<file path="src/rtl/adc_seq_pkg.sv">
package adc_seq_pkg;
  typedef enum logic {ST_IDLE, ST_CONV} seq_st_t;

  typedef struct packed {
    logic hi_res;
    logic snh;
    logic dma;
  } conv_cfg_t;
endpackage

</file>
<file path="src/rtl/adc_trig_sel.sv">
module adc_trig_sel #(
  parameter int SYNC_STAGES = 2
) (
  input  logic clk,
  input  logic rst,
  input  logic hw_mode,
  input  logic src_timer,
  input  logic ext_pin_n,
  input  logic timer_evt,
  output logic trig_hit
);
  // sh[0..SYNC_STAGES-1] synchronise, sh[SYNC_STAGES] holds the previous sample
  logic [SYNC_STAGES:0] sh;
  logic                 pin_fall;

  always_ff @(posedge clk) begin
    if (rst) sh[0] <= 1'b1;
    else     sh[0] <= ext_pin_n;
  end

  for (genvar g = 1; g <= SYNC_STAGES; g++) begin : g_sync
    always_ff @(posedge clk) begin
      if (rst) sh[g] <= 1'b1;
      else     sh[g] <= sh[g-1];
    end
  end

  assign pin_fall = sh[SYNC_STAGES] & ~sh[SYNC_STAGES-1];
  assign trig_hit = hw_mode & (src_timer ? timer_evt : pin_fall);
endmodule

</file>
<file path="src/rtl/adc_sar_core.sv">
module adc_sar_core
  import adc_seq_pkg::*;
#(
  parameter int NUM_CH    = 8,
  parameter int RES_HI    = 10,
  parameter int RES_LO    = 8,
  parameter int LEN_LO_SH = 28,
  parameter int LEN_HI_SH = 33,
  parameter int LEN_LO    = 49,
  parameter int LEN_HI    = 59,
  localparam int CH_W     = $clog2(NUM_CH),
  localparam int MAX_A    = (LEN_LO > LEN_HI) ? LEN_LO : LEN_HI,
  localparam int MAX_B    = (LEN_LO_SH > LEN_HI_SH) ? LEN_LO_SH : LEN_HI_SH,
  localparam int MAX_LEN  = (MAX_A > MAX_B) ? MAX_A : MAX_B,
  localparam int CNT_W    = $clog2(MAX_LEN + 1)
) (
  input  logic              clk,
  input  logic              rst,
  input  logic              start_set,
  input  logic              hw_mode,
  input  logic              trig_hit,
  input  conv_cfg_t         cfg,
  input  logic [CH_W-1:0]   last_ch,
  input  logic              cmp_in,
  output logic [RES_HI-1:0] dac_code,
  output logic [CH_W-1:0]   ch_sel,
  output logic              busy,
  output logic              start_bit,
  output logic              done,
  output logic              wr_en,
  output logic [CH_W-1:0]   wr_addr,
  output logic [RES_HI-1:0] wr_data,
  output logic              wr_hi,
  output logic              dma_req
);
  seq_st_t           st;
  conv_cfg_t         cfg_q;
  logic [CH_W-1:0]   last_q, ch;
  logic [CNT_W-1:0]  cnt, len_q;
  logic [RES_HI-1:0] sar, trial, sar_nx;
  logic [CNT_W-1:0]  nb, win_lo, kk, idx;
  logic              in_win, last_cyc, go, restart;

  function automatic logic [CNT_W-1:0] len_of(input conv_cfg_t c);
    case ({c.hi_res, c.snh})
      2'b00:   return CNT_W'(LEN_LO);
      2'b01:   return CNT_W'(LEN_LO_SH);
      2'b10:   return CNT_W'(LEN_HI);
      default: return CNT_W'(LEN_HI_SH);
    endcase
  endfunction

  // bit decisions occupy the last nb cycles of each channel, MSB first
  always_comb begin
    nb       = cfg_q.hi_res ? CNT_W'(RES_HI) : CNT_W'(RES_LO);
    win_lo   = len_q - nb;
    in_win   = (st == ST_CONV) && (cnt >= win_lo);
    kk       = cnt - win_lo;
    idx      = nb - CNT_W'(1) - kk;
    trial    = in_win ? (sar | (RES_HI'(1) << idx)) : sar;
    sar_nx   = (in_win && cmp_in) ? trial : sar;
    last_cyc = (st == ST_CONV) && (cnt == len_q - CNT_W'(1));
    go       = (st == ST_IDLE) && (start_bit || start_set) && (!hw_mode || trig_hit);
    restart  = (st == ST_CONV) && trig_hit;
  end

  always_ff @(posedge clk) begin
    if (rst) begin
      st        <= ST_IDLE;
      cfg_q     <= '0;
      last_q    <= '0;
      ch        <= '0;
      cnt       <= '0;
      len_q     <= CNT_W'(LEN_LO);
      sar       <= '0;
      start_bit <= 1'b0;
      done      <= 1'b0;
      wr_en     <= 1'b0;
      wr_addr   <= '0;
      wr_data   <= '0;
      wr_hi     <= 1'b0;
      dma_req   <= 1'b0;
    end else begin
      wr_en   <= 1'b0;
      dma_req <= 1'b0;
      done    <= 1'b0;
      if (start_set) start_bit <= 1'b1;
      if (go || restart) begin
        st     <= ST_CONV;
        cfg_q  <= cfg;
        last_q <= last_ch;
        len_q  <= len_of(cfg);
        ch     <= '0;
        cnt    <= '0;
        sar    <= '0;
      end else if (st == ST_CONV) begin
        if (last_cyc) begin
          wr_en   <= 1'b1;
          wr_addr <= cfg_q.dma ? '0 : ch;
          wr_data <= sar_nx;
          wr_hi   <= cfg_q.hi_res;
          dma_req <= cfg_q.dma;
          cnt     <= '0;
          sar     <= '0;
          if (ch == last_q) begin
            st        <= ST_IDLE;
            start_bit <= 1'b0;
            done      <= 1'b1;
          end else begin
            ch <= ch + CH_W'(1);
          end
        end else begin
          sar <= sar_nx;
          cnt <= cnt + CNT_W'(1);
        end
      end
    end
  end

  assign busy     = (st == ST_CONV);
  assign ch_sel   = ch;
  assign dac_code = trial;


  sw_start_chk: assert property (@(posedge clk) disable iff (rst)
    (st == ST_IDLE && start_set && !hw_mode) |=> (st == ST_CONV));

  retrig_restart_chk: assert property (@(posedge clk) disable iff (rst)
    restart |=> (st == ST_CONV && cnt == '0 && ch == '0));

  cnt_bound_chk: assert property (@(posedge clk) disable iff (rst)
    (st == ST_CONV) |-> (cnt < len_q));

  dma_entry0_chk: assert property (@(posedge clk) disable iff (rst)
    dma_req |-> (wr_en && wr_addr == '0));

  dma_single_chk: assert property (@(posedge clk) disable iff (rst)
    dma_req |=> !dma_req);

  cfg_hold_chk: assert property (@(posedge clk) disable iff (rst)
    (st == ST_CONV && $past(st == ST_CONV) && !$past(restart)) |-> ($stable(cfg_q) && $stable(last_q)));

  done_clear_chk: assert property (@(posedge clk) disable iff (rst)
    done |-> (!start_bit && st == ST_IDLE));
endmodule

</file>
<file path="src/rtl/adc_result_mem.sv">
module adc_result_mem #(
  parameter int DEPTH  = 8,
  parameter int DATA_W = 16,
  localparam int AW    = $clog2(DEPTH)
) (
  input  logic              clk,
  input  logic              rst,
  input  logic              we,
  input  logic [AW-1:0]     waddr,
  input  logic [DATA_W-1:0] wdata,
  input  logic [AW-1:0]     raddr,
  output logic [DATA_W-1:0] rdata
);
  logic [DATA_W-1:0] mem [DEPTH];

  always_ff @(posedge clk) begin
    if (we) mem[waddr] <= wdata;
  end

  always_ff @(posedge clk) begin
    if (rst) rdata <= '0;
    else     rdata <= mem[raddr];
  end
endmodule

</file>
<file path="src/rtl/adc_seq_top.sv">
module adc_seq_top
  import adc_seq_pkg::*;
#(
  parameter int NUM_CH      = 8,
  parameter int RES_HI      = 10,
  parameter int RES_LO      = 8,
  parameter int OUT_W       = 16,
  parameter int LEN_LO_SH   = 28,
  parameter int LEN_HI_SH   = 33,
  parameter int LEN_LO      = 49,
  parameter int LEN_HI      = 59,
  parameter int SYNC_STAGES = 2,
  localparam int CH_W       = $clog2(NUM_CH)
) (
  input  logic              clk,
  input  logic              rst,
  input  logic              start_set,
  input  logic              cfg_hw_trig,
  input  logic              cfg_trig_src,
  input  logic              cfg_hi_res,
  input  logic              cfg_snh,
  input  logic              cfg_dma,
  input  logic [CH_W-1:0]   cfg_last_ch,
  input  logic              ext_trig_n,
  input  logic              timer_done,
  input  logic              cmp_in,
  output logic [RES_HI-1:0] dac_code,
  output logic [CH_W-1:0]   ch_sel,
  output logic              busy,
  output logic              start_bit,
  output logic              done,
  output logic              dma_req,
  output logic              dma_wide,
  input  logic [CH_W-1:0]   rd_addr,
  output logic [OUT_W-1:0]  rd_data
);
  logic              trig_hit, wr_en, wr_hi;
  logic [CH_W-1:0]   wr_addr;
  logic [RES_HI-1:0] wr_data;
  conv_cfg_t         cfg;

  assign cfg = '{hi_res: cfg_hi_res, snh: cfg_snh, dma: cfg_dma};

  adc_trig_sel #(.SYNC_STAGES(SYNC_STAGES)) trig_i (
    .clk(clk), .rst(rst), .hw_mode(cfg_hw_trig), .src_timer(cfg_trig_src),
    .ext_pin_n(ext_trig_n), .timer_evt(timer_done), .trig_hit(trig_hit)
  );

  adc_sar_core #(
    .NUM_CH(NUM_CH), .RES_HI(RES_HI), .RES_LO(RES_LO),
    .LEN_LO_SH(LEN_LO_SH), .LEN_HI_SH(LEN_HI_SH), .LEN_LO(LEN_LO), .LEN_HI(LEN_HI)
  ) core_i (
    .clk(clk), .rst(rst), .start_set(start_set), .hw_mode(cfg_hw_trig),
    .trig_hit(trig_hit), .cfg(cfg), .last_ch(cfg_last_ch), .cmp_in(cmp_in),
    .dac_code(dac_code), .ch_sel(ch_sel), .busy(busy), .start_bit(start_bit),
    .done(done), .wr_en(wr_en), .wr_addr(wr_addr), .wr_data(wr_data),
    .wr_hi(wr_hi), .dma_req(dma_req)
  );

  assign dma_wide = wr_hi;

  adc_result_mem #(.DEPTH(NUM_CH), .DATA_W(OUT_W)) mem_i (
    .clk(clk), .rst(rst), .we(wr_en), .waddr(wr_addr),
    .wdata({{(OUT_W-RES_HI){1'b0}}, wr_data}), .raddr(rd_addr), .rdata(rd_data)
  );


  narrow_upper_zero_chk: assert property (@(posedge clk) disable iff (rst)
    (wr_en && !wr_hi) |-> (wr_data[RES_HI-1:RES_LO] == '0));
endmodule

</file>
<file path="config.mk">
export PLATFORM = sky130hd
export DESIGN_NAME = adc_seq_top
export DESIGN_NICKNAME = d
export VERILOG_FILES = /design/src/rtl/adc_seq_pkg.sv /design/src/rtl/adc_trig_sel.sv /design/src/rtl/adc_sar_core.sv /design/src/rtl/adc_result_mem.sv /design/src/rtl/adc_seq_top.sv
export SDC_FILE = /design/constraint.sdc
export NUM_CORES = 1
export LEC_CHECK = 0
export CAP_MARGIN = 25
export CORE_MARGIN = 1
export CORE_UTILIZATION = 48
export CTS_CLUSTER_SIZE = 24
export DETAILED_ROUTE_END_ITERATION = 8
export PLACE_DENSITY_LB_ADDON = 0.08
export SLEW_MARGIN = 20
export SYNTH_ARGS = -nofsm -noshare
export SYNTH_HDL_FRONTEND = slang
export SYNTH_SLANG_ARGS = --single-unit
export TNS_END_PERCENT = 50
</file>
<file path="constraint.sdc">
create_clock -name clk -period 7.17 [get_ports clk]
set_input_delay 0.717 -clock clk [delete_from_list [all_inputs] [get_ports clk]]
set_output_delay 0.717 -clock clk [all_outputs]
set_load 0.01 [all_outputs]
</file>
# Yosys cells after proc, flatten, opt, wreduce, memory -nomap -nowiden
# Memory sizes are Yosys's and may differ from the RTL's. A register that Yosys moved wholly into a read port is not among the register bits.
# Index checks and enable logic that the tools add are counted.
word_totals:
  regBits: 68
  mem_bits_rw: 80
  elab_cells: 78
  memories: 1
  output_inout_bits: 34
memory_table:
  columns: ["name", "depth", "width", "read_ports", "rd_ports_with_merged_regs", "wr", "line_no", "rtl"]
  rows:
  - ["mem_i.mem", 8, 10, 1, 1, 1, "adc_result_mem.sv:14", "logic [DATA_W-1:0] mem [DEPTH];"]
op_classes:
  order_cmp: 1
  n_addsub: 7
  bitwise: 8
  mux: 21
  n_eq_ne: 4
  n_shift: 1
  reduce_logical: 16
ops:
  columns: ["operator", "n"]
  rows:
  - ["10-bit 2-to-1 mux", 3]
  - ["6-bit case mux with 3 select lines", 1]
  - ["6-bit subtractor", 3]
  - ["1-bit 2-to-1 mux", 14]
  - ["6-bit by 1-bit subtractor with 6-bit output, second input constant", 2]
  - ["10-bit OR", 1]
  - ["1-bit by 6-bit << shifter with 10-bit output, first input constant", 1]
  - ["6-bit by 1-bit adder with 6-bit output, second input constant", 1]
  - ["6-bit equality test", 1]
  - ["6-bit >= comparator", 1]
  - ["1-bit logical AND", 6]
  - ["6-bit 2-to-1 mux", 1]
  - ["3-bit AND reduction", 2]
  - ["1-bit inverter", 5]
  - ["4-bit OR reduction", 1]
  - ["3-bit by 1-bit adder with 3-bit output, second input constant", 1]
  - ["3-bit equality test", 1]
  - ["1-bit logical OR", 3]
  - ["3-bit 2-to-1 mux", 1]
  - ["3-bit OR reduction", 1]
  - ["1-bit bitwise AND", 2]
  - ["2-bit by 1-bit equality test with 1-bit output, second input constant", 1]
  - ["2-bit equality test, second input constant", 1]
  - ["2-bit logical NOT", 1]
  - ["other kinds (3)", 3]

# Logic depth before layout (Yosys ltp)
# Gate-level depths: netlist of the first run.
depth:
  depth_word: 9
  mapped_depth: 13
  ltp_nobuf: 12

# Cells and area by module
# A second synthesis of the first run with hierarchy kept.
unflattened:
  hier_cells: 529
  hier_area_um2: 7947.6
by_module_without_submodules:
  columns: ["mod", "area_each_um2", "cells_per_inst", "n_inst", "seq_area_each_um2"]
  rows:
  - ["adc_result_mem", 5266.3, 232, 1, 4164.0]
  - ["adc_sar_core", 2580.0, 288, 1, 960.9]
  - ["adc_trig_sel", 97.6, 8, 1, 60.1]
  - ["adc_seq_top", 3.8, 1, 1, 0.0]

# Worst setup path before layout of the first run
# No wires, ideal clock.
synth_path:
  kind: "flip-flop to output port"
  startpoint: "register core_i.len_q[1]"
  endpoint: "output port dac_code[6]"
  stages_incl_launch_ff: 13
  setup_slack_ps: 3562
  arrival_time_ps: 2891
  path_buffers: 1
  cell_sequence: "dfxtp_1 -> inv_1 -> ha_1 -> ha_1 -> inv_1 -> ha_1 -> ha_1 -> a21o_1 -> a21oi_2 -> xor2_1 -> and3_1 -> buf_2 -> a41o_1"
synth_via:
  elab_chain_cells: 6
  elab_cells_between_ends: 8
  classes_between: "add/sub (3); order compare (1); shift (1); mux (1); bitwise (1); reduce/logical (1)"
synth_rtl:
  columns: ["element", "line_no", "rtl"]
  rows:
  - ["start: declaration", "adc_sar_core.sv:39", "logic [CNT_W-1:0] cnt, len_q;"]
  - ["start signal: assignment", "adc_sar_core.sv:74", "len_q <= CNT_W'(LEN_LO);"]
  - ["start signal: assignment", "adc_sar_core.sv:92", "len_q <= len_of(cfg);"]
  - ["6-bit subtractor *", "adc_sar_core.sv:56", "win_lo = len_q - nb;"]
  - ["6-bit subtractor", "adc_sar_core.sv:58", "kk = cnt - win_lo;"]
  - ["6-bit subtractor", "adc_sar_core.sv:59", "idx = nb - CNT_W'(1) - kk;"]
  - ["1-bit by 6-bit << shifter with 10-bit output", "adc_sar_core.sv:60", "trial = in_win ? (sar | (RES_HI'(1) << idx)) : sar;"]
  - ["10-bit OR", "adc_sar_core.sv:60", null]
  - ["10-bit 2-to-1 mux *", "adc_sar_core.sv:60", null]
  - ["end: declaration", "adc_seq_top.sv:27", "output logic [RES_HI-1:0] dac_code,"]
# Every way passes the cells marked *; elsewhere a longest branch is shown, timed or not.

# Worst setup path in the final report of the first run
# Ends and elaborated chain as after synthesis.

==> report_table.html, run 1 <==
<table>
<tr><th>Metric</th><th>Value</th></tr>
<tr><th colspan="2">Status</th></tr>
<tr><td>Outcome</td><td>complete, no violations</td></tr>
<tr><th colspan="2">GRT</th></tr>
<tr><td>Vias in the first global route</td><td>3800</td></tr>
<tr><td>Global-route wire length before repair</td><td>20.3 mm</td></tr>
<tr><td>Maximum number of pins on one net before global-route repair</td><td>46</td></tr>
<tr><td>Global-route total usage across every layer</td><td>21.1%</td></tr>
<tr><td>Initial antenna violation count</td><td>0</td></tr>
<tr><td>Total grt overflow</td><td>0</td></tr>
<tr><th colspan="2">Worst setup path</th></tr>
<tr><td>Combined buffer and inverter count along the critical path</td><td>3</td></tr>
<tr><td>Worst Setup End Kind</td><td>output pin</td></tr>
<tr><td>Crit path max-delay cell type</td><td>sky130_fd_sc_hd__clkdlybuf4s50_1</td></tr>
<tr><td>Worst path max stage delay</td><td>0.54 ns</td></tr>
<tr><td>Kind of start point of the critical path</td><td>flip-flop</td></tr>
<tr><td>Number of gates on the worst path with buffers counted</td><td>12</td></tr>
<tr><td>Chain of cells forming the critical path</td><td>inv_1 &gt; ha_1 &gt; ha_1 &gt; inv_1 &gt; ha_1 &gt; ha_1 &gt; a21o_1 &gt; a21oi_2 &gt; xor2_1 &gt; and3_1 &gt; a41o_1 &gt; clkdlybuf4s50_1</td></tr>
<tr><td>Reg2Reg Depth</td><td>10</td></tr>
<tr><td>Classification of the worst setup path</td><td>flip-flop to output pin</td></tr>
<tr><td>Family of cells with the greatest summed delay on the critical path</td><td>adder cells</td></tr>
<tr><td>Worst Path Required</td><td>6.45 ns</td></tr>
<tr><td>CP max FO</td><td>8</td></tr>
<tr><td>Dominant cell type by count on the critical path</td><td>sky130_fd_sc_hd__ha_1</td></tr>
<tr><td>Signal arrival time at the worst endpoint</td><td>4.13 ns</td></tr>
<tr><th colspan="2">Floorplanning</th></tr>
<tr><td>Cell Rows</td><td>41</td></tr>
<tr><td>Boundary pin count</td><td>51</td></tr>
<tr><td>Placeable core area</td><td>12600 µm²</td></tr>
<tr><td>Chip Height</td><td>116 µm</td></tr>
<tr><td>Overall die area</td><td>13400 µm²</td></tr>
<tr><td>Horizontal extent of the die</td><td>116 µm</td></tr>
<tr><td>Starting density of the core</td><td>49.2%</td></tr>
<tr><th colspan="2">Clock network</th></tr>
<tr><td>Clock-pin transition on the worst setup and hold timing paths</td><td>0.06 ns</td></tr>
<tr><td>Resized Gates After CTS</td><td>0</td></tr>
<tr><td>Count of buffers added by post-CTS timing repair for setup</td><td>0</td></tr>
<tr><td>Total of hold buffers inserted after clock tree synthesis</td><td>0</td></tr>
<tr><td>Number of buffers added by the clock tree synthesis step</td><td>17</td></tr>
<tr><td>Clock Root Buffer</td><td>sky130_fd_sc_hd__clkbuf_16</td></tr>
<tr><td>Number of H-tree levels</td><td>4</td></tr>
<tr><td>Clock latency reported for the late side of the worst-skew pair</td><td>0.43 ns</td></tr>
<tr><td>Number of sinks handled by clock tree synthesis</td><td>141</td></tr>
<tr><td>CTS Buffer Depth</td><td>2</td></tr>
<tr><td>CTS tree</td><td>done</td></tr>
<tr><th colspan="2">Yosys</th></tr>
<tr><td>Unique cell type count in the Yosys netlist</td><td>58</td></tr>
<tr><td>Warning count from the yosys run</td><td>0</td></tr>
<tr><td>Avg Inst Size Synth</td><td>13.0 µm²</td></tr>
<tr><td>Ys async rst share</td><td>0%</td></tr>
<tr><td>Number of synthesized flops with an enable pin</td><td>80</td></tr>
<tr><td>Top flip-flop cell by instance count after synthesis</td><td>sky130_fd_sc_hd__edfxtp_1</td></tr>
<tr><td>Portion of the post-synthesis area used by sequential elements</td><td>58.4%</td></tr>
<tr><td>Flop and latch count out of synthesis</td><td>141</td></tr>
<tr><td>Post-synthesis instance total</td><td>478</td></tr>
<tr><td>Area of the mapped netlist</td><td>6210 µm²</td></tr>
<tr><th colspan="2">Hold path</th></tr>
<tr><td>Hold Path Cell Cnt</td><td>1</td></tr>
<tr><td>Worst hold path type</td><td>flip-flop to flip-flop</td></tr>
<tr><th colspan="2">Finish</th></tr>
<tr><td>Share of the core filled with cells in the final layout</td><td>59.2%</td></tr>
<tr><td>Number of inserted diodes</td><td>0</td></tr>
<tr><td>Net total in the final layout</td><td>562</td></tr>
<tr><td>Fraction of final layout cells with drive strength greater than 1</td><td>16.2%</td></tr>
<tr><td>Syn-to-layout area delta</td><td>20.2%</td></tr>
<tr><th colspan="2">Route</th></tr>
<tr><td>First-pass iteration count of the detailed router</td><td>4</td></tr>
<tr><td>Via/cell ratio</td><td>5.58</td></tr>
<tr><td>DR vias</td><td>3951</td></tr>
<tr><td>Antenna Nets Post-Route</td><td>0</td></tr>
<tr><td>Iteration-0 DRC Markers</td><td>353</td></tr>
<tr><td>Wirelength per Cell</td><td>17.9 µm</td></tr>
<tr><td>Post-route DRC</td><td>0</td></tr>
<tr><td>Routed Wire Length</td><td>12.7 mm</td></tr>
<tr><th colspan="2">Pwr</th></tr>
<tr><td>Power per cell area</td><td>279 nW/µm²</td></tr>
<tr><td>Reported leakage power</td><td>2.62 nW</td></tr>
<tr><td>Maximum resistive drop on vdd</td><td>115 µV</td></tr>
<tr><th colspan="2">Timing</th></tr>
<tr><td>Worst slew pin tran</td><td>0.809 ns</td></tr>
<tr><td>Time the final worst path needs with I/O delays and setup</td><td>4.85 ns</td></tr>
<tr><td>Slew Limit Fails</td><td>0</td></tr>
<tr><td>Worst slew slack as a fraction of its limit</td><td>46.1%</td></tr>
<tr><td>Setup TNS after final layout</td><td>0 ns</td></tr>
<tr><td>Final worst clock skew</td><td>0.00646 ns</td></tr>
<tr><td>Unrepaired setup endpoints after global routing</td><td>no</td></tr>
<tr><td>Crit share post-route</td><td>67.6%</td></tr>
<tr><td>Achievable Freq</td><td>0.206 GHz</td></tr>
<tr><td>Number of setup violations in the final report</td><td>0</td></tr>
<tr><td>Final hold vios</td><td>0</td></tr>
<tr><th colspan="2">Flow run</th></tr>
<tr><td>MaxCap Viol Count</td><td>0</td></tr>
<tr><th colspan="2">Place</th></tr>
<tr><td># port buffers</td><td>44</td></tr>
<tr><td>Half-perimeter wire length of the detailed placement result</td><td>8.48 mm</td></tr>
<tr><td>Gpl congestion</td><td>0.877</td></tr>
</table>
## metal layers
layer  track usage (%)  up-vias  routed length [µm]
met4              10.2        0                 236
met2              36.7       84                6600
met3              5.49       24                 436
met1              24.1     1951                5380
met5                 0        -                   0
li1                  -     1892                   -
## layout make-up
cell class	count	area [µm²]
Clock buffer	18	429
Clock inverter	13	221
Fill cell	1070	5150
Inverter	14	52.6
Multi-Input combinational cell	295	2390
Sequential cell	141	3620
Tap cell	172	215
Timing Repair Buffer	55	538
## cell usage after synthesis (8+ instances only)
| master | n | share of area [%] |
|---|---|---|
| sky130_fd_sc_hd__a41oi_1 | 8 | 1.1 |
| sky130_fd_sc_hd__a21oi_1 | 22 | 1.8 |
| sky130_fd_sc_hd__buf_2 | 8 | 0.64 |
| sky130_fd_sc_hd__nand4_1 | 12 | 1.2 |
| sky130_fd_sc_hd__inv_1 | 14 | 0.85 |
| sky130_fd_sc_hd__a31oi_1 | 10 | 1.0 |
| sky130_fd_sc_hd__o31ai_1 | 8 | 0.97 |
| sky130_fd_sc_hd__buf_4 | 10 | 1.2 |
| sky130_fd_sc_hd__nand2b_1 | 9 | 0.91 |
| sky130_fd_sc_hd__xor2_1 | 8 | 1.1 |
| sky130_fd_sc_hd__nor2_1 | 41 | 2.5 |
| sky130_fd_sc_hd__xnor2_1 | 12 | 1.7 |
| sky130_fd_sc_hd__nand2_1 | 25 | 1.5 |
| sky130_fd_sc_hd__a211oi_1 | 8 | 0.97 |
| sky130_fd_sc_hd__edfxtp_1 | 80 | 39 |
| sky130_fd_sc_hd__dfxtp_1 | 61 | 20 |
| sky130_fd_sc_hd__ha_1 | 20 | 4.0 |
| sky130_fd_sc_hd__mux4_2 | 20 | 7.3 |
| sky130_fd_sc_hd__clkbuf_1 | 11 | 0.66 |
| sky130_fd_sc_hd__mux2i_1 | 15 | 2.4 |
## flip-flops by register name, summed over array words and instances (netlist names)
register          count
mem_i.mem            80
core_i.sar           10
core_i.wr_data       10
mem_i.rdata          10
core_i.cnt            6
core_i.len_q          5
core_i.ch_sel         3
core_i.last_q         3
core_i.wr_addr        3
trig_i.sh             3
core_i.cfg_q          2
core_i.busy           1
core_i.dma_req        1
core_i.done           1
core_i.start_bit      1
core_i.wr_en          1
core_i.wr_hi          1
## placed cells by master (no fill, tap or decap), drive strengths merged, types with 3 or more instances in the layout
master | Yosys | layout
mux4 | 20 | 20
and2 | 5 | 5
dfxtp | 61 | 61
clkinv | 0 | 4
o21ai | 4 | 4
buf | 22 | 11
a21oi | 23 | 23
a211oi | 8 | 8
mux2i | 15 | 15
xor2 | 8 | 8
a41o | 4 | 4
and3 | 4 | 4
nor2 | 41 | 41
ha | 20 | 20
bufinv | 0 | 6
a21o | 3 | 3
nor3 | 7 | 7
a31oi | 10 | 10
nand2 | 25 | 25
nand3 | 3 | 3
or3b | 4 | 4
edfxtp | 80 | 80
nand2b | 9 | 9
conb | 1 | 6
a31o | 7 | 7
a41oi | 8 | 8
nand4 | 12 | 12
clkdlybuf4s50 | 0 | 44
or2 | 3 | 3
xnor2 | 13 | 13
inv | 14 | 14
clkbuf | 11 | 18
o211ai | 4 | 4
nor2b | 3 | 3
clkinvlp | 0 | 3
o31ai | 8 | 8
## final timing paths
| check | start | endpoint | slack (ns) |
|---|---|---|---|
| setup / recovery | core_i.len_q[1] | dac_code[6] | 2.32 |
| hold / removal | trig_i.sh[0] | trig_i.sh[1] | 0.41 |
| setup reg to reg | core_i.len_q[1] | core_i.wr_data[8] | 3.67 |
| hold reg to reg | trig_i.sh[0] | trig_i.sh[1] | 0.41 |
## through the flow
step	setup WS [ns]	hold slack (ns)	power (mW)	std cells	cell area, µm²
2_1_floorplan	3.56	0.389	1.07	483	6230
3_3_place_gp	2.89	0.393	1.12	670	6740
3_5_place_dp	2.78	0.394	1.13	674	6780
4_1_cts	2.31	0.407	2.10	705	7430
5_1_grt	2.09	0.432	2.16	708	7470
6_report	2.32	0.406	2.08	708	7470
## cells by family (layout without fill, tap and decap cells)
| logic type | Yosys count | after routing | share of synthesized area, % |
|---|---|---|---|
| and+or+nand+nor | 125 | 125 | 10.5 |
| buffers and inverters | 47 | 100 | 3.85 |
| xor gates and xnor gates | 21 | 21 | 3.08 |
| AOI/OAI and AO/OA | 87 | 87 | 10.1 |
| adders and majority gates | 21 | 21 | 4.35 |
| other | 1 | 6 | 0.0604 |
| DFF | 141 | 141 | 58.4 |
| muxes | 35 | 35 | 9.67 |
## power by group
part,switching (mW),leakage (nW),internal (mW)
clock,0.325,0.309,0.646
combinational,0.149,1.11,0.0957
sequential,0.0109,1.20,0.858
No activity file was read; power rests on OpenSTA's default activity.
==> run 2, diff against run 1 <==
clock period = 4 ns   (was 7.17 ns; I/O delays follow)
==> report_table.html, run 2 (synthesized netlist as in run 1, its figures left out) <==
<table>
<tr><th>Metric</th><th>Value</th></tr>
<tr><th colspan="2">Worst setup path</th></tr>
<tr><td>Worst Setup End Kind</td><td>output pin (unchanged)</td></tr>
<tr><td>Combined buffer and inverter count along the critical path</td><td>3 (unchanged)</td></tr>
<tr><td>Source of the worst register-to-register timing path</td><td>core_i.len_q[1] (unchanged)</td></tr>
<tr><td>Terminus of the critical flop-to-flop path</td><td>core_i.wr_data[8] (unchanged)</td></tr>
<tr><td>Chain of cells forming the critical path</td><td>inv_1 &gt; ha_2 &gt; inv_1 &gt; o21ai_1 &gt; xor2_1 &gt; ha_1 &gt; ha_4 &gt; a21oi_4 &gt; a21oi_4 &gt; nor3_2 &gt; and2_4 &gt; a41o_1 &gt; clkdlybuf4s50_1 (was inv_1 &gt; ha_1 &gt; ha_1 &gt; inv_1 &gt; ha_1 &gt; ha_1 &gt; a21o_1 &gt; a21oi_2 &gt; xor2_1 &gt; and3_1 &gt; a41o_1 &gt; clkdlybuf4s50_1)</td></tr>
<tr><td>Signal arrival time at the worst endpoint</td><td>3.51 ns (was 4.13 ns)</td></tr>
<tr><td>Reg2Reg Depth</td><td>10 (unchanged)</td></tr>
<tr><td>Kind of start point of the critical path</td><td>flip-flop (unchanged)</td></tr>
<tr><td>Family of cells with the greatest summed delay on the critical path</td><td>adder cells (unchanged)</td></tr>
<tr><td>Crit path max-delay cell type</td><td>sky130_fd_sc_hd__clkdlybuf4s50_1 (unchanged)</td></tr>
<tr><td>CP max FO</td><td>6 (was 8)</td></tr>
<tr><td>Classification of the worst setup path</td><td>flip-flop to output pin (unchanged)</td></tr>
<tr><td>Worst Path Required</td><td>3.60 ns (was 6.45 ns)</td></tr>
<tr><td>Worst path max stage delay</td><td>0.52 ns (was 0.54 ns)</td></tr>
<tr><td>Slack of the worst reg-to-reg path</td><td>0.64 ns (was 3.67 ns)</td></tr>
<tr><th colspan="2">Timing</th></tr>
<tr><td>Final hold vios</td><td>0 (unchanged)</td></tr>
<tr><td>Crit share post-route</td><td>97.8%</td></tr>
<tr><td>Time the final worst path needs with I/O delays and setup</td><td>3.91 ns</td></tr>
<tr><td>Worst slew pin tran</td><td>0.941 ns (was 0.809 ns)</td></tr>
<tr><td>Slew Limit Fails</td><td>0 (unchanged)</td></tr>
<tr><td>Unrepaired setup endpoints after global routing</td><td>yes (was no)</td></tr>
<tr><td>Final worst clock skew</td><td>0.00940 ns (was 0.00646 ns)</td></tr>
<tr><td>Worst slew slack as a fraction of its limit</td><td>36.9% (was 46.1%)</td></tr>
<tr><td>Achievable Freq</td><td>0.256 GHz</td></tr>
<tr><td>Number of setup violations in the final report</td><td>0 (unchanged)</td></tr>
<tr><th colspan="2">Clock network</th></tr>
<tr><td>Number of buffers added by the clock tree synthesis step</td><td>17 (unchanged)</td></tr>
<tr><td>CTS tree</td><td>done (unchanged)</td></tr>
<tr><td>Number of H-tree levels</td><td>4 (unchanged)</td></tr>
<tr><td>Number of sinks handled by clock tree synthesis</td><td>141 (unchanged)</td></tr>
<tr><td>Clock Root Buffer</td><td>sky130_fd_sc_hd__clkbuf_16 (unchanged)</td></tr>
<tr><td>Clock latency reported for the late side of the worst-skew pair</td><td>0.42 ns (was 0.43 ns)</td></tr>
<tr><td>Total of hold buffers inserted after clock tree synthesis</td><td>0 (unchanged)</td></tr>
<tr><td>CTS Buffer Depth</td><td>2 (unchanged)</td></tr>
<tr><td>Clock-pin transition on the worst setup and hold timing paths</td><td>0.06 ns (about the same)</td></tr>
<tr><th colspan="2">Route</th></tr>
<tr><td>Routed Wire Length</td><td>13.2 mm (was 12.7 mm)</td></tr>
<tr><td>First-pass iteration count of the detailed router</td><td>4 (unchanged)</td></tr>
<tr><td>DR vias</td><td>3935 (was 3951)</td></tr>
<tr><td>Wirelength per Cell</td><td>18.3 µm (was 17.9 µm)</td></tr>
<tr><td>Post-route DRC</td><td>0 (unchanged)</td></tr>
<tr><td>Iteration-0 DRC Markers</td><td>265 (was 353)</td></tr>
<tr><td>Antenna Nets Post-Route</td><td>0 (unchanged)</td></tr>
<tr><td>Via/cell ratio</td><td>5.45 (was 5.58)</td></tr>
<tr><th colspan="2">Finish</th></tr>
<tr><td>Sequential cell area</td><td>3630 µm² (was 3620 µm²)</td></tr>
<tr><td>Highest-count cells in the layout ignoring fill and taps</td><td>80 x sky130_fd_sc_hd__edfxtp_1, 60 x sky130_fd_sc_hd__dfxtp_1, 41 x sky130_fd_sc_hd__nor2_1 (was 80 x sky130_fd_sc_hd__edfxtp_1, 61 x sky130_fd_sc_hd__dfxtp_1, 44 x sky130_fd_sc_hd__clkdlybuf4s50_1)</td></tr>
<tr><td>Commonest non-fill, non-tap cell in the layout</td><td>sky130_fd_sc_hd__edfxtp_1 (unchanged)</td></tr>
<tr><td>Combined area of the multi-input logic cells</td><td>2490 µm² (was 2390 µm²)</td></tr>
<tr><td>Share of the core filled with cells in the final layout</td><td>60.5% (was 59.2%)</td></tr>
<tr><td>Post-route cell area</td><td>7630 µm² (was 7470 µm²)</td></tr>
<tr><td>Max reg flops</td><td>80 (unchanged)</td></tr>
<tr><td>Filler Cell Count</td><td>1018 (was 1070)</td></tr>
<tr><td>Register name with the most flops</td><td>mem_i.mem (unchanged)</td></tr>
<tr><td>Final instance count without filler cells</td><td>722 (was 708)</td></tr>
<tr><td>Syn-to-layout area delta</td><td>22.9% (was 20.2%)</td></tr>
<tr><td>Number of inserted diodes</td><td>0 (unchanged)</td></tr>
<tr><td>Net total in the final layout</td><td>575 (was 562)</td></tr>
<tr><td>Fraction of final layout cells with drive strength greater than 1</td><td>20.7% (was 16.2%)</td></tr>
<tr><th colspan="2">Hold path</th></tr>
<tr><td>Worst hold path type</td><td>flip-flop to flip-flop (unchanged)</td></tr>
<tr><td>Hold endpoint</td><td>trig_i.sh[1] (unchanged)</td></tr>
<tr><td>Hold Path Cell Cnt</td><td>1 (unchanged)</td></tr>
<tr><td>Worst Hold Launch</td><td>trig_i.sh[0] (unchanged)</td></tr>
<tr><th colspan="2">GRT</th></tr>
<tr><td>Vias in the first global route</td><td>3962 (was 3800)</td></tr>
<tr><td>Maximum number of pins on one net before global-route repair</td><td>31 (was 46)</td></tr>
<tr><td>Global-route wire length before repair</td><td>21.0 mm (was 20.3 mm)</td></tr>
<tr><td>Global-route total usage across every layer</td><td>21.6% (was 21.1%)</td></tr>
<tr><td>Initial antenna violation count</td><td>0 (unchanged)</td></tr>
<tr><td>Total grt overflow</td><td>0 (unchanged)</td></tr>
<tr><th colspan="2">Floorplanning</th></tr>
<tr><td>Placeable core area</td><td>12600 µm² (unchanged)</td></tr>
<tr><td>Cell Rows</td><td>41 (unchanged)</td></tr>
<tr><td>Boundary pin count</td><td>51 (unchanged)</td></tr>
<tr><td>Starting density of the core</td><td>49.2% (unchanged)</td></tr>
<tr><td>Overall die area</td><td>13400 µm² (unchanged)</td></tr>
<tr><td>Chip Height</td><td>116 µm (unchanged)</td></tr>
<tr><td>Horizontal extent of the die</td><td>116 µm (unchanged)</td></tr>
<tr><th colspan="2">Place</th></tr>
<tr><td>Half-perimeter wire length of the detailed placement result</td><td>8.52 mm (was 8.48 mm)</td></tr>
<tr><td>Gpl congestion</td><td>0.860 (was 0.877)</td></tr>
<tr><td>Cell Area, Placed</td><td>6830 µm² (was 6780 µm²)</td></tr>
<tr><td>Cell count after placement</td><td>682 (was 674)</td></tr>
<tr><td># port buffers</td><td>44 (unchanged)</td></tr>
<tr><th colspan="2">Status</th></tr>
<tr><td>Outcome</td><td>complete, no violations (unchanged)</td></tr>
<tr><th colspan="2">Pwr</th></tr>
<tr><td>Reported leakage power</td><td>2.89 nW (was 2.62 nW)</td></tr>
<tr><td>Maximum resistive drop on vdd</td><td>289 µV (was 115 µV)</td></tr>
<tr><td>Power per cell area</td><td>482 nW/µm² (was 279 nW/µm²)</td></tr>
<tr><th colspan="2">Flow run</th></tr>
<tr><td>MaxCap Viol Count</td><td>0 (unchanged)</td></tr>
</table>
-- run 2: layer usage --
| metal | up-vias | GRT usage [%] | part of all wire, % |
|---|---|---|---|
| li1 | 1909 | - | - |
| met1 | 1918 | 25.0 | 41 |
| met2 | 82 | 37.9 | 53 |
| met3 | 26 | 4.81 | 3.3 |
| met4 | 0 | 10.9 | 2.4 |
| met5 | - | 0 | 0 |
-- run 2: final cells by class --
type	count	share of cell area, %
flip-flops and latches	141	47.5
inverters	14	0.688
clock buffers	18	5.62
well taps	172	2.82
multi-input cells	295	32.7
clock inverters	14	2.18
repair buffers	68	8.52
-- run 2: worst register-to-register path, cell delays in order (launching register included) --
cell and delay [ns]:
sky130_fd_sc_hd__dfxtp_4 0.36, sky130_fd_sc_hd__inv_1 0.08, sky130_fd_sc_hd__ha_2 0.27, sky130_fd_sc_hd__ha_1 0.30
sky130_fd_sc_hd__xor2_1 0.15, sky130_fd_sc_hd__ha_1 0.21, sky130_fd_sc_hd__fa_2 0.51, sky130_fd_sc_hd__nor2_1 0.33
sky130_fd_sc_hd__nor4b_1 0.48, sky130_fd_sc_hd__a41oi_1 0.27, sky130_fd_sc_hd__a211oi_1 0.30
-- run 2: where the power goes --
group	switching (mW)	internal [mW]	total (mW)
sequential	0.0216	1.54	1.56
combinational	0.304	0.235	0.539
clock	0.608	0.979	1.59
-- run 2: per-stage QoR --
step | setup WS (ns) | power (mW) | hold WS, ns | TNS [ns]
finish | 0.0862 | 3.68 | 0.409 | 0
global placement | 0.318 | 2.03 | 0.392 | 0
global route | -0.0840 | 3.81 | 0.428 | -0.0840
detailed placement | 0.194 | 2.04 | 0.397 | 0
floorplan | 0.709 | 1.91 | 0.389 | 0
CTS | 0.0126 | 3.68 | 0.411 | 0
-- run 2: worst max-delay path by stage --
stage | end | slack [ns] | cells after the start | startpoint
3_3_place_gp | dac_code[9] | 0.32 | 12 | core_i.len_q[1]
2_1_floorplan | dac_code[6] | 0.71 | 12 | core_i.len_q[1]
6_report | dac_code[6] | 0.09 | 13 | core_i.len_q[1]
3_5_place_dp | dac_code[8] | 0.19 | 12 | core_i.len_q[1]
4_1_cts | dac_code[9] | 0.01 | 13 | core_i.len_q[1]
5_1_grt | dac_code[6] | -0.08 | 12 | core_i.len_q[1]
-- run 2: what timing repair did --
action                     CTS  global route
buffers inserted             5             0
setup endpoints to repair   10            10
pin swaps                    1             1
resized for setup           13            20
==> run 3, diff against run 2 <==
CTS_CLUSTER_SIZE = 12   (was 24)
HOLD_SLACK_MARGIN = 0.15   (was default)
clock period = 4.36 ns   (was 4 ns; I/O delays follow)
==> report_table.html, run 3 (synthesized netlist as in run 1, its figures left out) <==
<table>
<tr><th>Metric</th><th>Value</th></tr>
<tr><th colspan="2">Route</th></tr>
<tr><td>Routed Wire Length</td><td>12.8 mm (was 13.2 mm)</td></tr>
<tr><td>Iteration-0 DRC Markers</td><td>273 (was 265)</td></tr>
<tr><td>First-pass iteration count of the detailed router</td><td>5 (was 4)</td></tr>
<tr><td>Post-route DRC</td><td>0 (unchanged)</td></tr>
<tr><td>DR vias</td><td>3946 (was 3935)</td></tr>
<tr><td>Antenna Nets Post-Route</td><td>0 (unchanged)</td></tr>
<tr><td>Via/cell ratio</td><td>5.53 (was 5.45)</td></tr>
<tr><td>Wirelength per Cell</td><td>17.9 µm (was 18.3 µm)</td></tr>
<tr><th colspan="2">Pwr</th></tr>
<tr><td>Sequential Power Share</td><td>42.9% (was 42.3%)</td></tr>
<tr><td>Maximum resistive drop on vdd</td><td>263 µV (was 289 µV)</td></tr>
<tr><td>Combinational fraction of design power</td><td>13.3% (was 14.6%)</td></tr>
<tr><td>Clock Power Share</td><td>43.8% (was 43.1%)</td></tr>
<tr><td>Internal power summed over all cells</td><td>2.54 mW (was 2.75 mW)</td></tr>
<tr><td>Power per cell area</td><td>446 nW/µm² (was 482 nW/µm²)</td></tr>
<tr><td>Reported leakage power</td><td>2.68 nW (was 2.89 nW)</td></tr>
<tr><td>Switching power of the nets</td><td>0.786 mW (was 0.933 mW)</td></tr>
<tr><td>Net switching share of the total power</td><td>23.6% (was 25.3%)</td></tr>
<tr><th colspan="2">GRT</th></tr>
<tr><td>Global-route total usage across every layer</td><td>20.6% (was 21.6%)</td></tr>
<tr><td>Initial antenna violation count</td><td>0 (unchanged)</td></tr>
<tr><td>Met3 demand-to-capacity share in global routing</td><td>4.50% (was 4.81%)</td></tr>
<tr><td>Maximum number of pins on one net before global-route repair</td><td>44 (was 31)</td></tr>
<tr><td>Global routing usage on met2</td><td>36.5% (was 37.9%)</td></tr>
<tr><td>Met1 track utilization from global routing</td><td>24.5% (was 25.0%)</td></tr>
<tr><td>Global route hottest layer</td><td>met2 (unchanged)</td></tr>
<tr><td>Vias in the first global route</td><td>3797 (was 3962)</td></tr>
<tr><td>Total grt overflow</td><td>0 (unchanged)</td></tr>
<tr><td>Global-route wire length before repair</td><td>20.2 mm (was 21.0 mm)</td></tr>
<tr><th colspan="2">Place</th></tr>
<tr><td>Cell Area, Placed</td><td>6790 µm² (was 6830 µm²)</td></tr>
<tr><td>Half-perimeter wire length of the detailed placement result</td><td>8.36 mm (was 8.52 mm)</td></tr>
<tr><td>Cell count after placement</td><td>676 (was 682)</td></tr>
<tr><td># port buffers</td><td>44 (unchanged)</td></tr>
<tr><td>Gpl congestion</td><td>0.861 (was 0.860)</td></tr>
<tr><th colspan="2">Timing</th></tr>
<tr><td>Worst slew pin tran</td><td>0.959 ns (was 0.941 ns)</td></tr>
<tr><td>Worst slew slack as a fraction of its limit</td><td>35.7% (was 36.9%)</td></tr>
<tr><td>Crit share post-route</td><td>96.4%</td></tr>
<tr><td>Final hold vios</td><td>0 (unchanged)</td></tr>
<tr><td>Achievable Freq</td><td>0.238 GHz</td></tr>
<tr><td>Setup TNS after final layout</td><td>0 ns (unchanged)</td></tr>
<tr><td>Final worst clock skew</td><td>0.00898 ns (was 0.00940 ns)</td></tr>
<tr><td>Number of setup violations in the final report</td><td>0 (unchanged)</td></tr>
<tr><td>Slew Limit Fails</td><td>0 (unchanged)</td></tr>
<tr><td>Time the final worst path needs with I/O delays and setup</td><td>4.20 ns</td></tr>
<tr><th colspan="2">Finish</th></tr>
<tr><td>Post-route cell area</td><td>7460 µm² (was 7630 µm²)</td></tr>
<tr><td>Final instance count without filler cells</td><td>714 (was 722)</td></tr>
<tr><td>Commonest non-fill, non-tap cell in the layout</td><td>sky130_fd_sc_hd__edfxtp_1 (unchanged)</td></tr>
<tr><td>Number of inserted diodes</td><td>0 (unchanged)</td></tr>
<tr><td>Net total in the final layout</td><td>567 (was 575)</td></tr>
<tr><td>Syn-to-layout area delta</td><td>20.2% (was 22.9%)</td></tr>
<tr><td>Max reg flops</td><td>80 (unchanged)</td></tr>
<tr><td>Filler Cell Count</td><td>1047 (was 1018)</td></tr>
<tr><td>Fraction of final layout cells with drive strength greater than 1</td><td>17.5% (was 20.7%)</td></tr>
<tr><td>Register name with the most flops</td><td>mem_i.mem (unchanged)</td></tr>
<tr><td>Highest-count cells in the layout ignoring fill and taps</td><td>80 x sky130_fd_sc_hd__edfxtp_1, 59 x sky130_fd_sc_hd__dfxtp_1, 44 x sky130_fd_sc_hd__clkdlybuf4s50_1 (was 80 x sky130_fd_sc_hd__edfxtp_1, 60 x sky130_fd_sc_hd__dfxtp_1, 41 x sky130_fd_sc_hd__nor2_1)</td></tr>
<tr><th colspan="2">Clock network</th></tr>
<tr><td>Clock Root Buffer</td><td>sky130_fd_sc_hd__clkbuf_16 (unchanged)</td></tr>
<tr><td>Number of buffers added by the clock tree synthesis step</td><td>17 (unchanged)</td></tr>
<tr><td>Clock latency reported for the late side of the worst-skew pair</td><td>0.42 ns (about the same)</td></tr>
<tr><td>Number of sinks handled by clock tree synthesis</td><td>141 (unchanged)</td></tr>
<tr><td>Clock-pin transition on the worst setup and hold timing paths</td><td>0.06 ns (about the same)</td></tr>
<tr><td>Number of H-tree levels</td><td>4 (unchanged)</td></tr>
<tr><td>CTS Buffer Depth</td><td>2 (unchanged)</td></tr>
<tr><td>CTS tree</td><td>done (unchanged)</td></tr>
<tr><th colspan="2">Floorplanning</th></tr>
<tr><td>Horizontal extent of the die</td><td>116 µm (unchanged)</td></tr>
<tr><td>Cell Rows</td><td>41 (unchanged)</td></tr>
<tr><td>Boundary pin count</td><td>51 (unchanged)</td></tr>
<tr><td>Chip Height</td><td>116 µm (unchanged)</td></tr>
<tr><td>Overall die area</td><td>13400 µm² (unchanged)</td></tr>
<tr><td>Starting density of the core</td><td>49.2% (unchanged)</td></tr>
<tr><td>Placeable core area</td><td>12600 µm² (unchanged)</td></tr>
<tr><th colspan="2">Worst setup path</th></tr>
<tr><td>Signal arrival time at the worst endpoint</td><td>3.77 ns (was 3.51 ns)</td></tr>
<tr><td>Crit path max-delay cell type</td><td>sky130_fd_sc_hd__clkdlybuf4s50_1 (unchanged)</td></tr>
<tr><td>Worst path max stage delay</td><td>0.53 ns (was 0.52 ns)</td></tr>
<tr><td>Worst Setup End Kind</td><td>output pin (unchanged)</td></tr>
<tr><td>Chain of cells forming the critical path</td><td>inv_1 &gt; ha_1 &gt; inv_1 &gt; o21ai_1 &gt; xor2_1 &gt; ha_1 &gt; ha_2 &gt; nand3_1 &gt; and3_1 &gt; nor3b_2 &gt; and2_4 &gt; a41o_1 &gt; clkdlybuf4s50_1 (was inv_1 &gt; ha_2 &gt; inv_1 &gt; o21ai_1 &gt; xor2_1 &gt; ha_1 &gt; ha_4 &gt; a21oi_4 &gt; a21oi_4 &gt; nor3_2 &gt; and2_4 &gt; a41o_1 &gt; clkdlybuf4s50_1)</td></tr>
<tr><td>Kind of start point of the critical path</td><td>flip-flop (unchanged)</td></tr>
<tr><td>Family of cells with the greatest summed delay on the critical path</td><td>simple AND/OR/NAND/NOR gates (was adder cells)</td></tr>
<tr><td>Combined buffer and inverter count along the critical path</td><td>3 (unchanged)</td></tr>
<tr><td>CP max FO</td><td>6 (unchanged)</td></tr>
<tr><td>Classification of the worst setup path</td><td>flip-flop to output pin (unchanged)</td></tr>
<tr><td>Worst Path Required</td><td>3.92 ns (was 3.60 ns)</td></tr>
<tr><th colspan="2">Status</th></tr>
<tr><td>Outcome</td><td>complete, no violations (unchanged)</td></tr>
<tr><th colspan="2">Flow run</th></tr>
<tr><td>MaxCap Viol Count</td><td>0 (unchanged)</td></tr>
<tr><th colspan="2">Hold path</th></tr>
<tr><td>Worst hold path type</td><td>flip-flop to flip-flop (unchanged)</td></tr>
</table>
-- run 3: repair_timing --
| action | in CTS | in global routing |
|---|---|---|
| setup endpoints to repair | 10 | 10 |
| hold buffers | 0 | 0 |
| buffers inserted | 0 | 3 |
| pin swaps | 0 | 3 |
| resized for setup | 0 | 13 |
-- run 3: worst register-to-register path: cells and delay by family, from the launching register on --
kind / cells / cell delay, ns
adder cells (fa/ha/maj): 4 / 1.33
AO/OA/AOI/OAI: 2 / 0.57
flip-flops: 1 / 0.37
XOR/XNOR: 1 / 0.16
buffers and inverters: 1 / 0.07
AND/OR/NAND/NOR: 2 / 0.79
-- run 3: per-stage QoR --
stage	utilization (%)	setup WS, ns	total power [mW]	hold WS (ns)
after floorplan	-	1.03	1.75	0.389
after global placement	53.7	0.475	1.85	0.392
after detailed placement	53.8	0.379	1.86	0.401
after CTS	58.5	-0.0765	3.32	0.414
after global routing	59.1	-0.0796	3.46	0.441
final	59.1	0.155	3.33	0.411
-- run 3: power groups by stage --
stage | clock network [mW] | logic [mW] | registers (mW)
6_report | 1.46 | 0.443 | 1.43
5_1_grt | 1.54 | 0.489 | 1.43
4_1_cts | 1.48 | 0.408 | 1.43
3_5_place_dp | 0 | 0.405 | 1.45
3_3_place_gp | 0 | 0.397 | 1.45
2_1_floorplan | 0 | 0.302 | 1.45
-- run 3: final timing paths --
kind,start,end,slack [ns],cells after the start
setup / recovery,core_i.len_q[1],dac_code[7],0.16,13
hold / removal,trig_i.sh[0],trig_i.sh[1],0.41,1
setup reg to reg,core_i.len_q[1],core_i.wr_data[8],0.97,10
hold reg to reg,trig_i.sh[0],trig_i.sh[1],0.41,1
-- run 3: routing by layer --
metal	wire, µm	share of wire [%]
met1	5340	42
met4	216	1.7
met2	6800	53
met5	0	0
met3	443	3.5
-- run 3: layout make-up --
| type | count | area [µm²] | area share [%] |
|---|---|---|---|
| inverter | 14 | 52.6 | 0.704 |
| sequential | 141 | 3630 | 48.6 |
| multi-input combinational | 295 | 2410 | 32.3 |
| clock buffer | 23 | 448 | 6.00 |
| tap | 172 | 215 | 2.88 |
| timing repair buffer | 60 | 568 | 7.61 |
| clock inverter | 9 | 143 | 1.91 |
